File: src/rtl/ser_flag_pkg.sv
package ser_flag_pkg;
    localparam int STROBE_W = 16;
    localparam int STATUS_W = 16;
    localparam int NUM_HW   = 5;

    // mode and master-select strobe and status positions
    localparam int MODE_CLR = 0;
    localparam int MODE_SET = 1;
    localparam int MS_CLR   = 2;
    localparam int MS_SET   = 3;
    localparam int ST_MODE  = 0;
    localparam int ST_MS    = 1;
    localparam int ST_BUSY  = 13;

    // mode-error flag: software only
    localparam int ME_CLR   = 6;
    localparam int ME_SET   = 7;
    localparam int ST_ME    = 2;

    // hardware-fed error flags, index = event index
    localparam int ERR_CLR [NUM_HW] = '{8, 9, 10, 11, 4};
    localparam int ERR_SET [NUM_HW] = '{12, 13, 14, 15, 5};
    localparam int ERR_ST  [NUM_HW] = '{8, 9, 10, 11, 12};

    typedef enum logic {
        CFG_MODE = 1'b0,
        RUN_MODE = 1'b1
    } mode_state_t;
endpackage

File: src/rtl/ser_flag_cell.sv
module ser_flag_cell (
    input  logic clk,
    input  logic rst_n,
    input  logic sw_set,
    input  logic sw_clr,
    input  logic hw_set,
    output logic q
);
    logic q_nxt;

    always_comb begin
        q_nxt = q;
        if (hw_set)
            q_nxt = 1'b1;
        else if (sw_set && !sw_clr)
            q_nxt = 1'b1;
        else if (sw_clr && !sw_set)
            q_nxt = 1'b0;
    end

    always_ff @(posedge clk or negedge rst_n) begin
        if (!rst_n)
            q <= 1'b0;
        else
            q <= q_nxt;
    end

    AST_HW_WINS: assert property (@(posedge clk) disable iff (!rst_n)
        hw_set |=> q);
    AST_PAIR_HOLD: assert property (@(posedge clk) disable iff (!rst_n)
        (sw_set && sw_clr && !hw_set) |=> (q == $past(q)));
endmodule

File: src/rtl/ser_mode_fsm.sv
module ser_mode_fsm
    import ser_flag_pkg::*;
(
    input  logic clk,
    input  logic rst_n,
    input  logic go_run,
    input  logic go_cfg,
    output logic run_bit,
    output logic in_cfg
);
    mode_state_t state, state_nxt;

    always_comb begin
        state_nxt = state;
        unique case (state)
            CFG_MODE: if (go_run && !go_cfg) state_nxt = RUN_MODE;
            RUN_MODE: if (go_cfg && !go_run) state_nxt = CFG_MODE;
        endcase
    end

    always_ff @(posedge clk or negedge rst_n) begin
        if (!rst_n)
            state <= CFG_MODE;
        else
            state <= state_nxt;
    end

    always_comb begin
        run_bit = 1'b0;
        in_cfg  = 1'b0;
        unique case (state)
            CFG_MODE: in_cfg  = 1'b1;
            RUN_MODE: run_bit = 1'b1;
        endcase
    end

    AST_CLR_TO_CFG: assert property (@(posedge clk) disable iff (!rst_n)
        (go_cfg && !go_run) |=> (state == CFG_MODE));
    AST_SET_TO_RUN: assert property (@(posedge clk) disable iff (!rst_n)
        (go_run && !go_cfg) |=> (state == RUN_MODE));
endmodule

File: src/rtl/ser_flag_status.sv
module ser_flag_status
    import ser_flag_pkg::*;
(
    input  logic                clk,
    input  logic                rst_n,
    input  logic                strobe_we,
    input  logic [STROBE_W-1:0] strobe_word,
    input  logic [NUM_HW-1:0]   hw_err_evt,
    input  logic [NUM_HW-1:0]   hw_err_en,
    input  logic                busy_in,
    input  logic                cfg_wr_req,
    output logic [STATUS_W-1:0] status_word,
    output logic                err_irq,
    output logic                cfg_mode,
    output logic                cfg_wr_grant
);
    logic [STROBE_W-1:0] stb;
    logic [NUM_HW-1:0]   hw_flag;
    logic                ms_flag;
    logic                me_flag;
    logic                run_bit;

    // strobes only act with the write enable
    assign stb = strobe_we ? strobe_word : '0;

    ser_mode_fsm u_mode (
        .clk     (clk),
        .rst_n   (rst_n),
        .go_run  (stb[MODE_SET]),
        .go_cfg  (stb[MODE_CLR]),
        .run_bit (run_bit),
        .in_cfg  (cfg_mode)
    );

    ser_flag_cell u_ms (
        .clk    (clk),
        .rst_n  (rst_n),
        .sw_set (stb[MS_SET]),
        .sw_clr (stb[MS_CLR]),
        .hw_set (1'b0),
        .q      (ms_flag)
    );

    ser_flag_cell u_me (
        .clk    (clk),
        .rst_n  (rst_n),
        .sw_set (stb[ME_SET]),
        .sw_clr (stb[ME_CLR]),
        .hw_set (1'b0),
        .q      (me_flag)
    );

    for (genvar i = 0; i < NUM_HW; i++) begin : g_err
        ser_flag_cell u_err (
            .clk    (clk),
            .rst_n  (rst_n),
            .sw_set (stb[ERR_SET[i]]),
            .sw_clr (stb[ERR_CLR[i]]),
            .hw_set (hw_err_evt[i] & hw_err_en[i]),
            .q      (hw_flag[i])
        );

        AST_GATED_OFF: assert property (@(posedge clk) disable iff (!rst_n)
            (!hw_err_en[i] && !stb[ERR_SET[i]] && !hw_flag[i]) |=> !hw_flag[i]);
    end

    always_comb begin
        status_word          = '0;
        status_word[ST_MODE] = run_bit;
        status_word[ST_MS]   = ms_flag;
        status_word[ST_ME]   = me_flag;
        status_word[ST_BUSY] = busy_in;
        for (int i = 0; i < NUM_HW; i++)
            status_word[ERR_ST[i]] = hw_flag[i];
    end

    assign err_irq      = me_flag | (|hw_flag);
    assign cfg_wr_grant = cfg_wr_req & cfg_mode;

    AST_IRQ_HOLD: assert property (@(posedge clk) disable iff (!rst_n)
        (err_irq && !strobe_we) |=> err_irq);
    AST_GRANT_CFG: assert property (@(posedge clk) disable iff (!rst_n)
        cfg_wr_grant |-> !status_word[ST_MODE]);
    AST_NO_STROBE: assert property (@(posedge clk) disable iff (!rst_n)
        (!strobe_we && hw_err_evt == '0) |=> $stable(status_word[ST_ME:ST_MODE]));
endmodule

File: config.mk
export PLATFORM = sky130hd
export DESIGN_NAME = ser_flag_status
export DESIGN_NICKNAME = d
export VERILOG_FILES = /design/src/rtl/ser_flag_pkg.sv /design/src/rtl/ser_flag_cell.sv /design/src/rtl/ser_mode_fsm.sv /design/src/rtl/ser_flag_status.sv
export SDC_FILE = /design/constraint.sdc
export NUM_CORES = 1
export LEC_CHECK = 0
export ABC_AREA = 1
export BUFFER_PORTS_ARGS = -buffer_cell sky130_fd_sc_hd__clkbuf_2
export CAP_MARGIN = 20
export CORE_ASPECT_RATIO = 1.1
export CORE_UTILIZATION = 43
export DETAILED_ROUTE_END_ITERATION = 10
export PLACE_DENSITY_LB_ADDON = 0.05
export SLEW_MARGIN = 20
export SYNTH_ARGS = -nofsm -noshare
export SYNTH_HDL_FRONTEND = slang
export SYNTH_HIERARCHICAL = 1
export SYNTH_SLANG_ARGS = --single-unit
File: constraint.sdc
create_clock -name clk -period 1.8 [get_ports clk]
set_clock_uncertainty 0.05 [all_clocks]
set_input_delay 0.18 -clock clk [delete_from_list [all_inputs] [get_ports clk]]
set_output_delay 0.18 -clock clk [all_outputs]
set_load 0.1 [all_outputs]
==> results of run 1 <==
-- per-layer routing --
layer / global-route usage / share of wire / vias up
met5: 0 / 0 / -
met3: 0.05528 / 0.10 / 2
met4: 0.08667 / 0.0050 / 0
li1: - / - / 380
met2: 0.2968 / 0.47 / 31
met1: 0.1447 / 0.43 / 267
-- what timing repair did --
action,4_1_cts,5_1_grt
hold buffers,1,0
endpoints found under the hold margin,8,0
setup buffers,0,0
-- cells by family after synthesis --
family                 after synthesis  share of synthesized area
buffers and inverters               50                     0.3640
and+or+nand+nor                     49                     0.2847
AOI/OAI and AO/OA                    8                    0.05766
DFF                                  8                     0.2883
other                                1                   0.005400
-- state kept, by name (all words and copies together), names as in the netlist --
signal         flops
u_mode/state       1
u_me/q             1
g_err.u_err/q      5
u_ms/q             1
-- power by group through the flow --
stage	clock network [W]	registers, W	logic (W)
after floorplan	0	0.000304	0.000247
after global placement	0	0.000215	0.000362
after detailed placement	0	0.000217	0.000365
after CTS	0.000139	0.000214	0.000368
after global routing	0.000150	0.000216	0.000388
final	0.000132	0.000214	0.000365
-- worst max path at each step --
stage | startpoint | endpoint | slack (ns) | cells after the start
after floorplan | u_mode/state | cfg_wr_grant | 0.03 | 3
after global placement | u_mode/state | cfg_wr_grant | 0.52 | 4
after detailed placement | u_mode/state | cfg_wr_grant | 0.49 | 4
after CTS | u_mode/state | cfg_wr_grant | 0.22 | 4
after global routing | u_mode/state | cfg_wr_grant | 0.14 | 4
final | u_mode/state | cfg_wr_grant | 0.24 | 4
-- synth_stat cells --
cell	count
sky130_fd_sc_hd__nand2_2	5
sky130_fd_sc_hd__buf_6	1
sky130_fd_sc_hd__a21oi_1	8
sky130_fd_sc_hd__nor2_1	4
sky130_fd_sc_hd__conb_1	1
sky130_fd_sc_hd__buf_4	11
sky130_fd_sc_hd__nand3_1	1
sky130_fd_sc_hd__nand2_1	39
sky130_fd_sc_hd__buf_12	1
sky130_fd_sc_hd__inv_1	37
sky130_fd_sc_hd__dfrtp_1	8
-- stage by stage --
step / worst slack, ns / hold slack (ns) / total power (W)
3_3_place_gp: 0.5241 / -0.01029 / 0.0005772
4_1_cts: 0.2164 / 0.1368 / 0.0007210
5_1_grt: 0.1375 / 0.1586 / 0.0007543
3_5_place_dp: 0.4891 / -0.01138 / 0.0005825
6_report: 0.2381 / 0.1428 / 0.0007105
2_1_floorplan: 0.02859 / -0.1656 / 0.0005510
-- worst max-delay path: cells and delay by family, from the launching register on --
family        cells  cell delay [ns]
flops             1             0.43
simple gates      1             0.07
buf+inv           3             0.59
-- final cells by class --
cell class / instances / share of cell area
multi-input combinational: 66 / 0.3157
timing repair buffer: 41 / 0.2400
sequential: 8 / 0.2286
inverter: 37 / 0.1671
clock buffer: 3 / 0.02571
tap: 16 / 0.02286
==> results.txt, run 1 <==
The flow ran to the end, and the final reports show no timing, DRC or antenna violations. By area the synthesized netlist is led by sky130_fd_sc_hd__dfrtp_1, sky130_fd_sc_hd__nand2_1, sky130_fd_sc_hd__inv_1. The maximum count of clock buffers along a single path came out at 2. The synthesized netlist cell count came out at 116.

The distinct cell type count of the synthesized netlist is 11. The final hold violation count is 0. The worst hold path stage count came out at 5. The number of warning messages in the yosys log is 6. The setup TNS after final layout came out at 0 ns. The via count is 680. The count of state elements after synthesis came out at 8.

After clock tree synthesis, the clock-pin slew on the worst setup and hold paths is 0.05 ns. The final layout net count came out at 188. The area growth from synthesis to final layout is 26.13%. The number of placed instances with taps included is 167. The first-pass iteration count of the detailed router is 2. The wire length of the first global-routing pass came out at 1.952 mm. For this design the ratio of total power to cell area is 811.2 nW/um2.

The count of port buffers added during placement is 40. The post-detailed-route count of antenna-violating nets came out at 0. Clock tree synthesis selected as its root buffer the cell sky130_fd_sc_hd__clkbuf_4. The CTS tree is yes. The via count of the first global-routing pass came out at 569. The biggest area contributor in the post-synthesis netlist is sky130_fd_sc_hd__dfrtp_1. Of the total power, the share spent switching nets is 0.5225.

The commonest non-fill, non-tap cell in the layout is sky130_fd_sc_hd__clkbuf_2. Entering global routing, the biggest net connects 17 pins. The longest individual stage delay on the worst path came out at 0.44 ns. The die extent in y came out at 44.15 um.

The maximum level of the CTS H-tree came out at 1. The filler-free cell count of the finished design came out at 171. The total DRC errors in the routed layout is 0. The sequential cell area fraction in the yosys report is 0.2883. The time the final worst path needs with I/O delays and setup came out at 1.562 ns. Counting stages on the worst path, the most repeated cell is sky130_fd_sc_hd__clkinvlp_4. The leakage power summed over all cells is 0.6245 nW.

Row generation in the floorplan step produced 14 rows. The repair_antennas step left the layout with diodes totalling 0. Routability-driven placement finished with a final weighted congestion of 0.6778. The post-synth design cell area is 694.4 um2.

The total congestion overflow after global routing came out at 0. The worst voltage drop across the vdd grid came out at 454.8 uV. The mean area per synthesized cell is 5.986 um2. The area taken by multi-input logic gates came out at 276.5 um2.

Timing would allow up to 0.6402 GHz. The slowest stage of the critical path belongs to the cell sky130_fd_sc_hd__clkbuf_2. The number of top-level pins came out at 50. For this design, the sink count on the clock tree is 8. The share of total power in the clock network is 0.185. The worst slew margin relative to its limit came out at 0.6365. The end-of-flow core utilization is 0.6098. Gates resized during post-CTS repair numbered 0. The sequential standard cell area is 200.2 um2. Walking the worst path, the cells encountered are clkinvlp_4, nand2_1, clkinvlp_4, clkbuf_2. The part of the power in combinational logic came out at 0.514. STA classifies the critical path startpoint as a flip-flop. Across the run, the number of max-cap violations was 0. The overall die area is 1780 um2.

Setup repair after global routing left no endpoint under its margin. The routed length per placed instance came out at 6.982 um. The capturing point of the worst reg2reg path is u_mode/state. The floorplan die width is 40.32 um.

The via count normalized by instance count is 3.977. The fraction of layout cells with a size suffix above 1 is 0.3290. The max-slew violation count is 0. Leaving out fill and tap cells, the most frequent cells in the layout are sky130_fd_sc_hd__clkbuf_2, sky130_fd_sc_hd__nand2_1, sky130_fd_sc_hd__inv_1. The pin slew with the least headroom to its limit came out at 0.5475 ns.

The required time of the critical path came out at 1.57 ns. The number of violations reported at the end of detailed-routing iteration 0 is 3. The path class of the tightest hold or removal check is input pin to flip-flop. The final design instance area without fill came out at 875.8 um2. The critical path start-end classification is flip-flop to output port.

The slack of the worst reg-to-reg path came out at 1.01 ns. The total clock buffers created by CTS came out at 3. The share of total power dissipated in sequential elements is 0.301. Of the post-synthesis cell area, the dominant cell type holds 0.2883. The starting density of the core came out at 0.4834. The type of destination of the critical path is an output port. The number of antenna violations at the first check in global routing came out at 0.

Counting the fill cells in the layout gives 165. The sum of routed wire length over all layers is 1.194 mm. The period utilization is 0.8677.

The worst hold path begins at hw_err_en[1]. The worst hold endpoint is g_err[1].u_err/q. The insertion delay to the later sink of the worst-skew pair is 0.24 ns. The maximum fanout along the worst path came out at 4. The power dissipated by switching net loads is 0.0003712 W. The global-route total usage across every layer is 0.1613. Cell internal power was estimated by the tool at 0.0003392 W.

Setup violations remaining at the end of the flow were counted as 0. After detailed placement, the total cell area comes to 843.3 um2. The area of the core region came out at 1436 um2. Data on the critical path arrives at its endpoint at 1.33 ns. The wire-length estimate of the detail-placed layout is 1.016 mm. The startpoint identified for the worst register-to-register timing path is u_mode/state. The depth of the most critical reg-to-reg path is 2.
No activity file was read; power rests on OpenSTA's default activity.
==> run 2, diff against run 1 <==
--- a/config.mk
+++ b/config.mk
@@ -5,11 +5,10 @@
 export SDC_FILE = /design/constraint.sdc
 export NUM_CORES = 1
 export LEC_CHECK = 0
-export ABC_AREA = 1
 export BUFFER_PORTS_ARGS = -buffer_cell sky130_fd_sc_hd__clkbuf_2
 export CAP_MARGIN = 20
 export CORE_ASPECT_RATIO = 1.1
-export CORE_UTILIZATION = 43
+export CORE_UTILIZATION = 41
 export DETAILED_ROUTE_END_ITERATION = 10
 export PLACE_DENSITY_LB_ADDON = 0.05
 export SLEW_MARGIN = 20
==> run 2 against run 1 <==
Register-to-register slack worse by 0.08 ns. Wire length is 1.5% lower. Synthesized area is 7.7% lower. Sequential power is 4% higher. Combinational power is 8.5% higher. Final area is 4.0% lower. Non-clock buffer count stayed put. Global-route usage is 1.4 points higher. Cell count is 21% lower. Largest power group unchanged.
==> results.txt, run 2 <==
The flow ran to the end, and the final reports show no timing, DRC or antenna violations. The period utilization is 0.9488 (+0.08110). On the critical path the largest part of the delay comes from simple AND/OR/NAND/NOR gates. The most used flip-flop cell after synthesis is sky130_fd_sc_hd__dfrtp_1. The fraction of post-synthesis cell area in the top cell type by area is 0.3125 (+0.02421). The number of setup buffers added after CTS came out at 0 (unchanged). The sum of routed wire length over all layers came out at 1.176 mm (-1.5%). The count of port buffers added during placement came to 40 (unchanged).

The slack of the worst reg-to-reg path came out at 0.93 ns (-0.08 ns). Ranked by flip-flop count, first place goes to g_err.u_err/q. The TritonCTS sink count came out at 8 (unchanged). The commonest non-fill, non-tap cell in the layout is sky130_fd_sc_hd__clkbuf_2. The detailed placer's ending HPWL is 943.3 um (-7.2%).

The arrival time at the worst endpoint is 1.48 ns (+0.15 ns). The number of max-cap violations was 0 (unchanged). The largest net degree at the start of global routing came out at 17 (unchanged).

The maximum level of the CTS H-tree came to 1 (unchanged). The wire length of the first global-routing pass came out at 2.056 mm (+5.3%). The total clock buffers created by CTS is 3 (unchanged).

The total power per unit cell area was 897.4 nW/um2 (+11%). CTS placed an instance of sky130_fd_sc_hd__clkbuf_4 at the clock tree root. The number of flops mapped to enable cells by yosys came out at 0 (unchanged). The area of the core region came to 1419 um2 (-1.2%). By startpoint and endpoint, the worst setup path is classified as flip-flop to output port. The count of fill cells added during filler insertion came out at 146 (-12%).

The sum of internal, switching and leakage power is 0.0007545 W (+6.2%). The post-cts resize count came out at 0 (unchanged). The setup TNS after final layout is 0 ns (unchanged). The via count came out at 585 (-14%). The number of placed instances with taps included came out at 131 (-22%). In this run the critical register-to-register path is captured at u_mode/state. STA classifies the critical path startpoint as a flip-flop. The sequential cell area fraction in the yosys report came out at 0.3125 (+0.02421). The pin slew with the least headroom to its limit is 0.5578 ns (+0.01028 ns). The end-of-flow core utilization is 0.5926 (-0.01716). The area taken by multi-input logic gates was 380.4 um2 (+38%). TritonCTS built the clock tree.

The type of destination of the critical path is an output port. The floorplan die width is 39.69 um (-1.6%). The class of the tightest hold or removal check is input pin to async pin. The highest clock rate is 0.5855 GHz (-8.5%). The required time of the critical path came out at 1.57 ns (about the same). The maximum fanout along the worst path is 4 (unchanged). The synthesized netlist cell count was 77 (-34%). The cell type of the slowest stage on the worst timing path is sky130_fd_sc_hd__dfrtp_1. The number of diodes came out at 0 (unchanged). The filler-free cell count of the finished design came out at 135 (-21%).

The first-pass iteration count of the detailed router was 4 (+2). The routability-driven placement congestion ratio is 0.7070 (+4.3%). The total congestion overflow after global routing came out at 0 (unchanged).

The number of violations reported at the end of detailed-routing iteration 0 came out at 5 (+2). The post-synth design cell area came to 640.6 um2 (-7.7%). The maximum count of clock buffers along a single path is 2 (unchanged). The worst slew margin relative to its limit came to 0.6297 (-0.006823). Setup repair after global routing left no endpoint under its margin.

The routed length per placed instance is 8.711 um (+25%). The starting density of the core is 0.4515 (-0.03195). The final setup violation count came out at 0 (unchanged). Of all cell types, the one taking the most synthesized area is sky130_fd_sc_hd__dfrtp_1. The number of warning messages in the yosys log is 6 (unchanged). The area growth from synthesis to layout is 31.25%. The overall die area is 1725 um2 (-3.1%).

The distinct cell type count of the synthesized netlist came out at 14 (+3). The via count of the first global-routing pass is 540 (-5.1%). The flip-flop count of the largest register, all copies and words added came to 5 (unchanged).

The depth of the most critical reg-to-reg path is 1 (-1). The sequential standard cell area came to 200.2 um2 (unchanged). The number of placement rows is 14 (unchanged).

The number of antenna violations at the first check in global routing was 0 (unchanged). The post-detailed-route count of antenna-violating nets came to 0 (unchanged). The die extent in y is 43.46 um (-1.6%). The most instantiated library cell after synthesis is sky130_fd_sc_hd__and2_2. The time the final worst path needs with I/O delays and setup came out at 1.708 ns (+0.1460 ns). The fraction of synthesis flops using an asynchronous set or reset pin was 1.000 (unchanged). The CTS clock-pin slew for the worst setup and hold paths came out at 0.06 ns (about the same). The final layout net count came out at 152 (-19%).

The longest individual stage delay on the worst path is 0.40 ns (-0.04 ns). The critical path buffer and inverter count is 1 (-2). The global-route total usage across every layer was 0.1752 (+0.01388). The count of state elements after synthesis came out at 8 (unchanged). The via count normalized by instance count is 4.333 (+9.0%).

The number of top-level pins is 50 (unchanged). Sorting the synthesized cells by area gives the leading types as sky130_fd_sc_hd__dfrtp_1, sky130_fd_sc_hd__and2_2, sky130_fd_sc_hd__buf_4. The final hold violation count came to 0 (unchanged). The origin of the critical flop-to-flop path is u_mode/state.

In the layout the commonest cells are sky130_fd_sc_hd__clkbuf_2, sky130_fd_sc_hd__and2_2, sky130_fd_sc_hd__conb_1. The signal on the critical path passes through nor4_1, nand2_2, clkbuf_2. The mean area per synthesized cell came out at 8.320 um2 (+39%).

The fraction of layout cells with a size suffix above 1 is 0.4874 (+0.1584). The leakage power summed over all cells is 0.4394 nW (-30%). The worst voltage drop across the vdd grid is 693.5 uV (+52%).

The insertion delay to the later sink of the worst-skew pair came out at 0.24 ns (about the same). The worst slack on hold paths is 0.2607 ns (+0.1178 ns). The max-slew violation count came out at 0 (unchanged). The total DRC errors in the routed layout is 0 (unchanged). By count the netlist is led by sky130_fd_sc_hd__and2_2, sky130_fd_sc_hd__buf_4, sky130_fd_sc_hd__and2_1.
==> run 2: cells by family (layout without fill, tap and decap cells) <==
logic type,count (synthesis),in the layout,share of synthesized area
and+or+nand+nor,46,46,0.4512
AOI/OAI and AO/OA,7,7,0.05468
buffers and inverters,14,46,0.1582
other,1,11,0.005854
DFF,8,8,0.3125
adders and majority gates,1,1,0.01758
==> run 2: metrics by stage <==
step	instance area [um2]	setup WS, ns
CTS	840.8	0.06157
finish	840.8	0.09212
global placement	808.3	0.3469
global route	840.8	0.02938
detailed placement	808.3	0.3417
floorplan	681.9	-0.03623
==> run 2: layout make-up <==
type	count	area share
multi-input cells	65	0.4524
flip-flops and latches	8	0.2381
clock buffers	3	0.02679
inverters	2	0.008929
well taps	16	0.02381
repair buffers	41	0.2500
==> run 2: worst max-delay path by stage <==
stage	from	to	depth (start not counted)
detailed placement	g_err[3].u_err/q	err_irq	3
floorplan	u_mode/state	cfg_wr_grant	2
global placement	g_err[3].u_err/q	err_irq	3
finish	g_err[3].u_err/q	err_irq	3
CTS	g_err[3].u_err/q	err_irq	3
global route	g_err[3].u_err/q	err_irq	3
==> run 2: power by group <==
part           internal (W)  switching, W  leakage, nW
Clock             0.0000762     0.0000593       0.0138
Combinational     0.0000790      0.000317        0.341
Sequential         0.000202     0.0000207       0.0848
==> run 2: timing repair <==
item,CTS,global route
setup endpoints to repair,0,0
hold buffers,1,0
hold endpoints to repair,8,0
==> run 2: layer usage <==
metal / wire length, um / track usage / up-vias
met2: 572 / 0.2820 / 28
met1: 501 / 0.2112 / 245
met3: 86 / 0.04615 / 2
li1: - / - / 310
met5: 0 / 0 / -
met4: 14 / 0.08276 / 0
==> run 3, diff against run 2 <==
--- a/config.mk
+++ b/config.mk
@@ -8,8 +8,9 @@
 export BUFFER_PORTS_ARGS = -buffer_cell sky130_fd_sc_hd__clkbuf_2
 export CAP_MARGIN = 20
 export CORE_ASPECT_RATIO = 1.1
-export CORE_UTILIZATION = 41
+export CORE_UTILIZATION = 38
 export DETAILED_ROUTE_END_ITERATION = 10
+export GPL_ROUTABILITY_DRIVEN = 0
 export PLACE_DENSITY_LB_ADDON = 0.05
 export SLEW_MARGIN = 20
 export SYNTH_ARGS = -nofsm -noshare
==> constraint.sdc (replaced) <==
create_clock -name clk -period 1.7 [get_ports clk]
set_clock_uncertainty 0.05 [all_clocks]
set_input_delay 0.17 -clock clk [delete_from_list [all_inputs] [get_ports clk]]
set_output_delay 0.17 -clock clk [all_outputs]
set_load 0.1 [all_outputs]
==> run 3 against run 2 <==
Worst setup slack better by 0.054 ns. Sequential power increased by 9.4%. Count of clock-buffer cells in the layout unchanged. Final area increased by 2.2%. Non-clock buffer count is the same. Register-to-register slack lost 0.13 ns. Core utilization is 4.7 points lower. Clock power rose by 7%. Global-route usage decreased by 1.9 points.
==> results.txt, run 3 (synthesized netlist as in run 2, its figures left out) <==
The worst-case setup slack after placement is 0.2743 ns (-0.06739 ns). The count of port buffers added during placement is 40 (unchanged). The global-route total usage across every layer is 0.1566 (-0.01865). The number of violations reported at the end of detailed-routing iteration 0 was 5 (unchanged). The wire length of the first global-routing pass is 1.876 mm (-8.8%).

Leaving out fill and tap cells, the most frequent cell in the layout is sky130_fd_sc_hd__clkbuf_2. The number of placement rows came out at 15 (+1). The maximum level of the CTS H-tree came out at 1 (unchanged). The nature of the critical path startpoint is a flip-flop. The critical path goes through nor4_2, nand2_2, clkbuf_4. The total congestion overflow after global routing came out at 0 (unchanged). Compared with the post-synthesis result, the final layout area differs by 34.18%. The overall die area came out at 1854 um2 (+7.5%). The worst setup path is captured at an output port. The highest clock rate is 0.6434 GHz. The cell family with the largest share of critical-path delay is flip-flops.

The final hold violation count is 0 (unchanged). TritonCTS built the clock tree. The final design instance area without fill is 859.6 um2 (+2.2%). The slack of the worst reg-to-reg path is 0.80 ns (-0.13 ns). The total cell area at the placement stage was 818.3 um2 (+1.2%). The worst slew margin relative to its limit came out at 0.6362 (+0.006460). The insertion delay to the later sink of the worst-skew pair came to 0.25 ns (about the same). The worst-case setup margin in the final layout is 0.1457 ns (+0.05356 ns). The number of antenna violations at the first check in global routing is 0 (unchanged).

The maximum count of clock buffers along a single path is 2 (unchanged). The setup TNS after final layout is 0 ns (unchanged). The worst voltage drop across the vdd grid is 458.3 uV (-34%). The critical path start-end classification is flip-flop to output port.

The number of top-level pins is 50 (unchanged). The final setup violation count came out at 0 (unchanged). The total DRC errors in the routed layout is 0 (unchanged). The sum of routed wire length over all layers is 1.215 mm (+3.3%). The required time of the critical path came out at 1.48 ns (-0.09 ns). The count of fill cells added during filler insertion is 166 (+14%). The cell sitting at the root of the clock tree is a sky130_fd_sc_hd__clkbuf_4. The number of max-cap violations came out at 0 (unchanged).

The post-detailed-route count of antenna-violating nets came out at 0 (unchanged). The time the final worst path needs with I/O delays and setup is 1.554 ns. The slowest stage of the critical path is the sky130_fd_sc_hd__dfrtp_2 cell. The leakage power summed over all cells was 0.4322 nW (-1.7%). The detailed placer's ending HPWL is 996.1 um (+5.6%). The largest net degree at the start of global routing is 17 (unchanged).

The via count of the first global-routing pass is 478 (-11%). The period utilization is 0.9143. The flip-flop count of the largest register, all copies and words added is 5 (unchanged). The die extent in y came to 45.07 um (+3.7%).

The area taken by multi-input logic gates is 386.6 um2 (+1.6%). The total clock buffers created by CTS is 3 (unchanged). The first-pass iteration count of the detailed router came out at 4 (unchanged). g_err.u_err/q holds more flip-flops than any other register. The starting density of the core was 0.4063 (-0.04515). The via count normalized by instance count came to 4.360 (+0.62%). The fraction of layout cells with a size suffix above 1 was 0.5378 (+0.05042).

Setup repair after global routing left no endpoint under its margin. The pin slew with the least headroom to its limit is 0.5481 ns (-0.009731 ns). The path class of the tightest hold or removal check is input pin to async pin.

The flow ran to the end, and the final reports show no timing, DRC or antenna violations. The final layout net count is 152 (unchanged). The maximum fanout along the worst path is 4 (unchanged). The longest individual stage delay on the worst path came out at 0.43 ns (+0.03 ns). The total power per unit cell area is 942.9 nW/um2 (+5.1%). Leaving out fill and tap cells, the most frequent cells in the layout are sky130_fd_sc_hd__clkbuf_2, sky130_fd_sc_hd__and2_2, sky130_fd_sc_hd__conb_1. The floorplan die width is 41.15 um (+3.7%).

The number of diodes was 0 (unchanged). The max-slew violation count came out at 0 (unchanged). The TritonCTS sink count came out at 8 (unchanged). The critical path buffer and inverter count came to 1 (unchanged). The CTS clock-pin slew for the worst setup and hold paths came out at 0.06 ns (about the same). The routed length per placed instance is 8.934 um (+2.6%). The area of the core region was 1577 um2 (+11%). The sequential standard cell area was 205.2 um2 (+2.5%). The arrival time at the worst endpoint was 1.33 ns (-0.15 ns).

The number of setup buffers added after CTS was 0 (unchanged). The via count is 593 (+1.4%).
[run 3: cell count changes in the layout (fill, tap and decap cells not counted), sizes merged]
cell / before / now
clkinvlp: 0 / 1
inv: 2 / 1
[run 3: worst paths after layout]
path / startpoint / to / cells past startpoint
worst max register to register: u_mode/state / u_mode/state / 1
min in group clk: strobe_word[8] / g_err[0].u_err/q / 4
max in group asynchronous: rst_n / g_err[4].u_err/q / 2
worst min register to register: u_ms/q / u_ms/q / 2
worst max-delay path: g_err[3].u_err/q / err_irq / 3
worst min-delay path: rst_n / u_ms/q / 2
[run 3: routing by layer]
layer / vias up / GRT usage / part of all wire
met2: 27 / 0.2688 / 0.51
met1: 256 / 0.1551 / 0.41
met5: - / 0 / 0
met3: 0 / 0.09360 / 0.089
met4: 0 / 0.03871 / 0
li1: 310 / - / -
[run 3: final cells by class]
type / count / share of cell area
clock buffers: 3 / 0.02620
inverters: 2 / 0.01310
multi-input cells: 65 / 0.4498
flip-flops and latches: 8 / 0.2387
well taps: 17 / 0.02475
repair buffers: 41 / 0.2475
[run 3: repair_timing]
action,4_1_cts,5_1_grt
hold buffers,1,0
setup endpoints to repair,1,1
hold endpoints to repair,8,0
gates resized for setup,1,1
[run 3: power breakdown]
part	internal [W]	switching, W
sequential	0.000217	0.0000271
combinational	0.0000846	0.000336
clock	0.0000808	0.0000650
[run 3: stage by stage]
| step | hold WS (ns) | utilization | total power [W] | instances |
|---|---|---|---|---|
| detailed placement | -0.02236 | 0.5190 | 0.0006661 | 132 |
| global placement | -0.01762 | 0.5190 | 0.0006618 | 132 |
| global route | 0.2602 | 0.5452 | 0.0008614 | 136 |
| finish | 0.2501 | 0.5452 | 0.0008105 | 136 |
| floorplan | -0.1756 | - | 0.0006242 | 87 |
| CTS | 0.2416 | 0.5413 | 0.0008198 | 136 |
